**config.mk**
```make
export PLATFORM = sky130hd
export DESIGN_NAME = absdiff_unit
export DESIGN_NICKNAME = d
export VERILOG_FILES = /design/src/rtl/absdiff_pkg.sv /design/src/rtl/absdiff_stage1.sv /design/src/rtl/absdiff_stage2.sv /design/src/rtl/absdiff_ctrl.sv /design/src/rtl/absdiff_dp.sv /design/src/rtl/absdiff_unit.sv
export SDC_FILE = /design/constraint.sdc
export NUM_CORES = 1
export LEC_CHECK = 0
export BUFFER_PORTS_ARGS = -buffer_cell sky130_fd_sc_hd__buf_2
export CAP_MARGIN = 10
export CORE_AREA = 2 2 59 83
export CTS_BUF_LIST = sky130_fd_sc_hd__clkbuf_16
export DETAILED_ROUTE_END_ITERATION = 12
export DIE_AREA = 0 0 61 85
export PLACE_DENSITY_LB_ADDON = 0.1
export SYNTH_ARGS = -nofsm -noshare
export SYNTH_HDL_FRONTEND = slang
export SYNTH_HIERARCHICAL = 1
export SYNTH_SLANG_ARGS = --single-unit
```
**constraint.sdc**
```tcl
create_clock -name clk -period 2.22 [get_ports clk]
set_clock_uncertainty 0.05 [all_clocks]
set_input_delay 0.333 -clock clk [delete_from_list [all_inputs] [get_ports clk]]
set_output_delay 0.333 -clock clk [all_outputs]
set_load 0.05 [all_outputs]
```
**src/rtl/absdiff_pkg.sv**
```systemverilog
package absdiff_pkg;

  // Strobes from the control section to the datapath registers.
  typedef struct packed {
    logic loadMid;  // capture the stage-1 sum into the pipe register
    logic loadOut;  // capture the stage-2 result into the output register
  } pipeStrobes_t;

endpackage

```
**src/rtl/absdiff_stage1.sv**
```systemverilog
// Stage 1: sign-extend both operands and form A + ~B, which equals A - B - 1.
module absdiff_stage1 #(
  parameter int WIDTH = 12
) (
  input  logic [WIDTH-1:0] opA,
  input  logic [WIDTH-1:0] opB,
  output logic [WIDTH:0]   preSum
);
  localparam int EXT_W = WIDTH + 1;

  logic [EXT_W-1:0] extA;
  logic [EXT_W-1:0] extBInv;

  always_comb begin
    extA    = {opA[WIDTH-1], opA};
    extBInv = ~{opB[WIDTH-1], opB};
    preSum  = extA + extBInv;
  end
endmodule

```
**src/rtl/absdiff_stage2.sv**
```systemverilog
// Stage 2: one unit, steered by the sign bit only.
// Sign clear: add one. Sign set: invert the bits.
module absdiff_stage2 #(
  parameter int WIDTH = 12
) (
  input  logic [WIDTH:0]   preSum,
  output logic [WIDTH-1:0] magOut
);
  logic             negSide;
  logic [WIDTH-1:0] flipped;
  logic [WIDTH-1:0] carryIn;

  always_comb begin
    negSide = preSum[WIDTH];
    flipped = preSum[WIDTH-1:0] ^ {WIDTH{negSide}};
    carryIn = {{(WIDTH-1){1'b0}}, ~negSide};
    magOut  = flipped + carryIn;
  end
endmodule

```
**src/rtl/absdiff_ctrl.sv**
```systemverilog
// Valid pipeline. It tells the datapath when each register may load.
module absdiff_ctrl
  import absdiff_pkg::*;
(
  input  logic         clk,
  input  logic         rstN,
  input  logic         inValid,
  output pipeStrobes_t stb,
  output logic         outValid
);
  logic midValid;

  always_ff @(posedge clk or negedge rstN) begin
    if (!rstN) begin
      midValid <= 1'b0;
      outValid <= 1'b0;
    end else begin
      midValid <= inValid;
      outValid <= midValid;
    end
  end

  always_comb begin
    stb.loadMid = inValid;
    stb.loadOut = midValid;
  end

  // an accepted pair always surfaces two sampled edges later
  assert_valid_latency_R3: assert property (@(posedge clk) disable iff (!rstN)
    inValid |-> ##2 outValid);

  // a result flag never appears without a pair two edges back
  assert_no_spurious_valid_R3: assert property (@(posedge clk) disable iff (!rstN)
    outValid |-> $past(inValid, 2));
endmodule

```
**src/rtl/absdiff_dp.sv**
```systemverilog
// Datapath: stage 1, the pipe register, stage 2 and the output register.
module absdiff_dp
  import absdiff_pkg::*;
#(
  parameter int WIDTH = 12
) (
  input  logic             clk,
  input  logic             rstN,
  input  pipeStrobes_t     stb,
  input  logic [WIDTH-1:0] opA,
  input  logic [WIDTH-1:0] opB,
  output logic [WIDTH-1:0] outMag
);
  localparam int EXT_W = WIDTH + 1;

  logic [EXT_W-1:0] sumNext;
  logic [EXT_W-1:0] midSum;
  logic [WIDTH-1:0] magNext;

  absdiff_stage1 #(.WIDTH(WIDTH)) u_stage1 (
    .opA    (opA),
    .opB    (opB),
    .preSum (sumNext)
  );

  always_ff @(posedge clk or negedge rstN) begin
    if (!rstN)            midSum <= '0;
    else if (stb.loadMid) midSum <= sumNext;
  end

  absdiff_stage2 #(.WIDTH(WIDTH)) u_stage2 (
    .preSum (midSum),
    .magOut (magNext)
  );

  always_ff @(posedge clk or negedge rstN) begin
    if (!rstN)            outMag <= '0;
    else if (stb.loadOut) outMag <= magNext;
  end

  // Independent reference: subtract the widened operands, then negate if needed.
  function automatic logic [WIDTH-1:0] refMag(input logic [WIDTH-1:0] x,
                                              input logic [WIDTH-1:0] y);
    logic [EXT_W-1:0] d;
    d = {x[WIDTH-1], x} - {y[WIDTH-1], y};
    if (d[WIDTH]) d = -d;
    return d[WIDTH-1:0];
  endfunction

  // a loaded result matches the magnitude of the pair captured one edge before
  assert_magnitude_R2: assert property (@(posedge clk) disable iff (!rstN)
    stb.loadOut |=> outMag == refMag($past(opA, 2), $past(opB, 2)));

  // the output register holds on idle cycles
  assert_hold_idle_R5: assert property (@(posedge clk) disable iff (!rstN)
    !stb.loadOut |=> $stable(outMag));
endmodule

```
**src/rtl/absdiff_unit.sv**
```systemverilog
// Thin top: control plus datapath.
module absdiff_unit
  import absdiff_pkg::*;
#(
  parameter int WIDTH = 12
) (
  input  logic             clk,
  input  logic             rstN,
  input  logic             inValid,
  input  logic [WIDTH-1:0] opA,
  input  logic [WIDTH-1:0] opB,
  output logic             outValid,
  output logic [WIDTH-1:0] outMag
);
  pipeStrobes_t stb;

  absdiff_ctrl u_ctrl (
    .clk      (clk),
    .rstN     (rstN),
    .inValid  (inValid),
    .stb      (stb),
    .outValid (outValid)
  );

  absdiff_dp #(.WIDTH(WIDTH)) u_dp (
    .clk    (clk),
    .rstN   (rstN),
    .stb    (stb),
    .opA    (opA),
    .opB    (opB),
    .outMag (outMag)
  );

  // reset clears the outputs
  assert_reset_clear_R1: assert property (@(posedge clk)
    !rstN |=> (!outValid && outMag == '0));
endmodule

```
Word-level counts from Yosys, hierarchy flattened
Cells that the tools add are included.
{"block": "totals", "in_bits": 27, "word_cells": 9, "out_inout_bits": 13, "regBits": 27}
{"block": "op_classes", "add_sub_neg": 2, "bitwise": 3}
{"op": "$add 13x13->13", "n": 1}
{"op": "$not 13->13", "n": 1}
{"op": "$add 12x1->12", "n": 1}
{"op": "$xor 12x12->12", "n": 1}
{"op": "$not 1->1", "n": 1}

Longest topological paths before layout
{"block": "depth", "word_depth": 2, "mapped_depth": 10, "ltp_nobuf": 10}

Modules after synthesis
Netlist, hierarchy kept.
{"module": "absdiff_dp", "cells_per_inst": 52, "seq_area_each_um2": 625.6, "area_each_um2": 967.2, "instances": 1}
{"module": "absdiff_stage1", "cells_per_inst": 93, "seq_area_each_um2": 0.0, "area_each_um2": 644.4, "instances": 1}
{"module": "absdiff_stage2", "cells_per_inst": 69, "seq_area_each_um2": 0.0, "area_each_um2": 495.5, "instances": 1}
{"module": "absdiff_ctrl", "cells_per_inst": 4, "seq_area_each_um2": 50.0, "area_each_um2": 65.1, "instances": 1}

Worst setup path after synthesis
OpenSTA, ideal clock, no wires.
{"block": "synth_timing", "path_type": "reg2reg", "startpoint": "register u_dp.midSum[12]", "endpoint": "register u_dp.outMag[10]", "path_stages_with_launch": 10, "n_path_buf": 2, "arrival_ns": 2.099, "required_ns": 2.045, "slack_ns": -0.054, "period_less_slack_ns": 2.274, "setup_time_ns": 0.125, "cell_sequence": "dfrtp_1 > clkbuf_1 > buf_2 > xor2_1 > ha_1 > nand2_1 > o22ai_1 > a22oi_1 > nand2b_1 > mux2_2"}
{"block": "synth_between", "elab_chain_len": 2, "word_cells_on_any_way": 3, "classes_between": "add/sub: 1; bitwise: 2"}
{"element": "start: declaration", "line": "absdiff_dp.sv:17", "text": "logic [EXT_W-1:0] midSum;"}
{"element": "start signal: assignment", "line": "absdiff_dp.sv:28", "text": "else if (stb.loadMid) midSum <= sumNext;"}
{"element": "$xor 12x12->12 or $not 1->1 (tied branches)", "line": "absdiff_stage2.sv:15, absdiff_stage2.sv:16"}
{"element": "$add 12x1->12 (*)", "line": "absdiff_stage2.sv:17", "text": "magOut = flipped + carryIn;"}
{"element": "via u_dp.magNext[10]", "line": "absdiff_dp.sv:18", "text": "logic [WIDTH-1:0] magNext;"}
{"element": "end signal: assignment", "line": "absdiff_dp.sv:38", "text": "else if (stb.loadOut) outMag <= magNext;"}
{"element": "end: declaration", "line": "absdiff_dp.sv:12", "text": "output logic [WIDTH-1:0] outMag"}
The timed path passes the listed nets; every way through them passes the cells marked *.
A chain may end at the register's enable or synchronous reset.

Final worst setup path
{"block": "layout_timing", "startpoint": "input opB[0]", "endpoint": "register u_dp.midSum[12]"}
{"block": "layout_between", "elab_chain_len": 2}
{"element": "start: declaration", "line": "absdiff_unit.sv:11", "text": "input logic [WIDTH-1:0] opB,"}
{"element": "$not 13->13", "line": "absdiff_stage1.sv:16", "text": "extBInv = ~{opB[WIDTH-1], opB};"}
{"element": "$add 13x13->13", "line": "absdiff_stage1.sv:17", "text": "preSum = extA + extBInv;"}
{"element": "via u_dp.sumNext[12]", "line": "absdiff_dp.sv:16", "text": "logic [EXT_W-1:0] sumNext;"}
The timed path passes the listed nets, and every way through them passes these cells.

==> qor.csv <==
stage,metric,value,unit
outcome,status,finished clean,
clocking,clkTransAtPathRegs,0.06,ns
global_route,grt_overflow,0,
global_route,grt_max_degree,28,
floorplanning,start_util,0.487,
pwr,p_leak,1.27,nW
worst_setup_path,start_kind,primary input,
timing,finalWorstSetupSlack,0.123,ns
synthesis,ys_ff_latch,27,
pwr,ir_drop,0.354,mV
floorplanning,die_w,61,um
routing,drc_errors,0,
timing,fin_crit,2.10,ns
pwr,finalPower,2.47,mW
timing,max_freq,477,MHz
synthesis,yosysSeqAreaShare,0.311,
pwr,p_int,1.43,mW
clocking,cts_made_buffers,3,
hold_path,min_path_type,in2async,
pwr,p_sw,1.04,mW
floorplanning,design.core.area,4460,um2
synthesis,syn_nets,260,
synthesis,syn-instance-count,218,
clocking,cts_num_sinks,27,
worst_setup_path,path_class,in2reg,
routing,wl,3860,um
synthesis,synth_cell_types,48,
final_layout,diodes,0,
pwr,pwr-share-comb,0.529,
worst_setup_path,arrival,2.19,ns
placed_design,portBuffers,39,
placed_design,place_inst,333,
synthesis,avgSynthCellArea,9.96,um2
global_route,grtUsageTotal,0.160,
clocking,ctsHoldBuffers,0,
floorplanning,boundaryPins,40,
worst_setup_path,endpoint_kind,flop,
worst_setup_path,critPathTopFamily,compound AO/OA/AOI/OAI gates,
global_route,antenna_found_initial,0,
placed_design,post-dp-hpwl,3200,um
global_route,grt_pass1_vias,1627,
synthesis,synth-simple-area-share,0.137,
timing,drv_slew,0,
synthesis,yosysWarnings,6,
timing,finalSetupViolations,0,
synthesis,synthArstFlopShare,1.00,
pwr,p_seq_frac,0.314,
timing,hold_viol_final,0,
final_layout,nets,318,
pwr,powerDensity,940,nW/um2
timing,post-route-period-util,0.945,
placed_design,dpl_cell_area,2540,um2
synthesis,synthAdderAreaFrac,0.0899,
worst_setup_path,cpPeakStageDelay,0.38,ns
synthesis,syn-cell-area,2170,um2
global_route,grt_pass1_wl,6670,um
timing,worst_pin_slew,0.581,ns
synthesis,netlist_top_cells_area,"dfrtp_1 (31%), mux2_2 (8.8%), ha_1 (8.1%)",
routing,drtPass1Iterations,3,
placed_design,dp_worst_setup_slack,-0.229,ns
worst_setup_path,cp.buffers_inverters,3,
routing,wl_per_cell,11.4,um
synthesis,synth_compound_area_frac,0.147,
clocking,cts_tree,yes,
final_layout,drive_gt1_frac,0.356,
final_layout,instances_no_fill,337,
synthesis,synth_top_area_frac,0.311,
worst_setup_path,worstPathRequired,2.31,ns
floorplanning,fp.dieArea,5190,um2
synthesis,synth-edff-count,0,
routing,vias_per_cell,5.04,
synthesis,yosys.area.top_type,dfrtp_1,
synthesis,synth-main-ff-cell,dfrtp_1,
final_layout,final_util,0.588,
synthesis,synth-xor-area-share,0.0887,
routing,dr_total_vias,1698,
worst_setup_path,cp_slowest_cell,fa_1,
worst_setup_path,crit_chain,"buf_2, inv_1, ha_1, inv_1, fa_1, nor2b_1, o2111ai_1, a21oi_2, o2111ai_1, a22o_1, mux2_2",
clocking,clk_path_buf_depth,2,
routing,initialDrtViolationCount,14,
routing,drtAntennaViolNets,0,
synthesis,synth_mux_area_frac,0.157,
clocking,cts_root_buf,clkbuf_16,
final_layout,final_cell_area,2630,um2
floorplanning,die_h,85,um
final_layout,area_delta_synth_final,20.9,%
clocking,clkLatencyLatePin,0.25,ns
floorplanning,rows,29,
placed_design,gp_congestion,0.813,
timing,rsz0062_at_grt,false,
timing,relSlewSlack,0.613,
synthesis,synth_top_family_by_area,multiplexers,
clocking,htree_levels,1,
flow_run,max_cap_viol_count,0,
pwr,pwr-share-clk,0.158,
pwr,swShare,0.420,
worst_setup_path,crit_fanout,3,
[what timing repair did]
item                                   4_1_cts  5_1_grt
setup endpoints to repair                    0        2
buffers inserted                             0        0
resized for setup                            0        1
endpoints found under the hold margin        0        0
[power groups by stage]
stage | clock (mW) | sequential (mW) | combinational (mW)
after detailed placement | 0 | 0.790 | 1.31
after global routing | 0.425 | 0.805 | 1.41
final | 0.389 | 0.775 | 1.31
after floorplan | 0 | 1.16 | 0.636
after global placement | 0 | 0.784 | 1.30
after CTS | 0.401 | 0.780 | 1.32
[Yosys cell counts, drive strengths merged, types with 2 or more instances]
master,count
nor3,2
nand2b,7
o21a,2
a21oi,9
xor2,10
nand3b,2
mux2,27
dfrtp,27
or3,3
inv,20
o211ai,6
nor2,10
or4b,2
nor3b,2
nand3,3
nand2,16
o22ai,3
buf,8
ha,14
o2111a,2
xnor2,12
a2111oi,2
nor2b,3
o2111ai,2
o21ai,5
a21o,4
[metrics by stage]
step	TNS, ns	hold WS [ns]
3_3_place_gp	-0.403	0.312
4_1_cts	0	0.0525
2_1_floorplan	0	-0.0126
6_report	0	0.0268
5_1_grt	0	0.0759
3_5_place_dp	-0.550	0.319
[sequential cells by signal (all words and copies together), names as in the netlist]
register	flops
u_ctrl/outValid	1
u_ctrl/midValid	1
u_dp/midSum	13
u_dp/outMag	12
[layer usage]
metal / wire length (um) / track usage
met1: 1620 / 0.178
met2: 2130 / 0.315
met5: 0 / 0
met4: 34 / 0.0415
met3: 71 / 0.00457
[cell usage in the layout, fill, tap and decap left out, types with 3 or more instances in the layout]
cell,count
or3_1,3
buf_4,23
ha_1,14
nand2_1,16
dfrtp_1,27
xnor2_1,12
a21o_1,4
nand3_1,3
clkbuf_16,3
o21ai_0,5
xor2_1,10
a21oi_1,8
inv_1,21
nand2b_1,7
mux2_2,17
nor2b_1,3
buf_2,39
mux2_4,10
nor2_1,10
o211ai_1,5
[cells by family after synthesis]
group           after synthesis
simple gates                 55
fa+ha+maj                    15
xor+xnor                     22
mux                          27
buf+inv                      29
flops                        27
compound gates               43
[layout make-up]
| type | instances | area, um2 |
|---|---|---|
| inverter | 20 | 75.1 |
| multi-input combinational | 162 | 1350 |
| fill | 437 | 1840 |
| clock inverter | 1 | 3.75 |
| clock buffer | 3 | 75.1 |
| sequential | 27 | 676 |
| tap | 62 | 77.6 |
| timing repair buffer | 62 | 368 |
[path summary, 6_finish.rpt]
check / from / endpoint / slack, ns / depth (start not counted)
max in group asynchronous: rstN / u_dp/midSum[11] / 1.71 / 1
min in group clk: inValid / u_ctrl/midValid / 0.36 / 1
min: rstN / u_dp/outMag[4] / 0.03 / 1
min reg2reg: u_dp/outMag[6] / u_dp/outMag[6] / 0.45 / 1
max reg2reg: u_dp/midSum[12] / u_dp/outMag[8] / 0.13 / 8
max: opB[0] / u_dp/midSum[12] / 0.12 / 11
No activity file was read; power rests on OpenSTA's default activity.
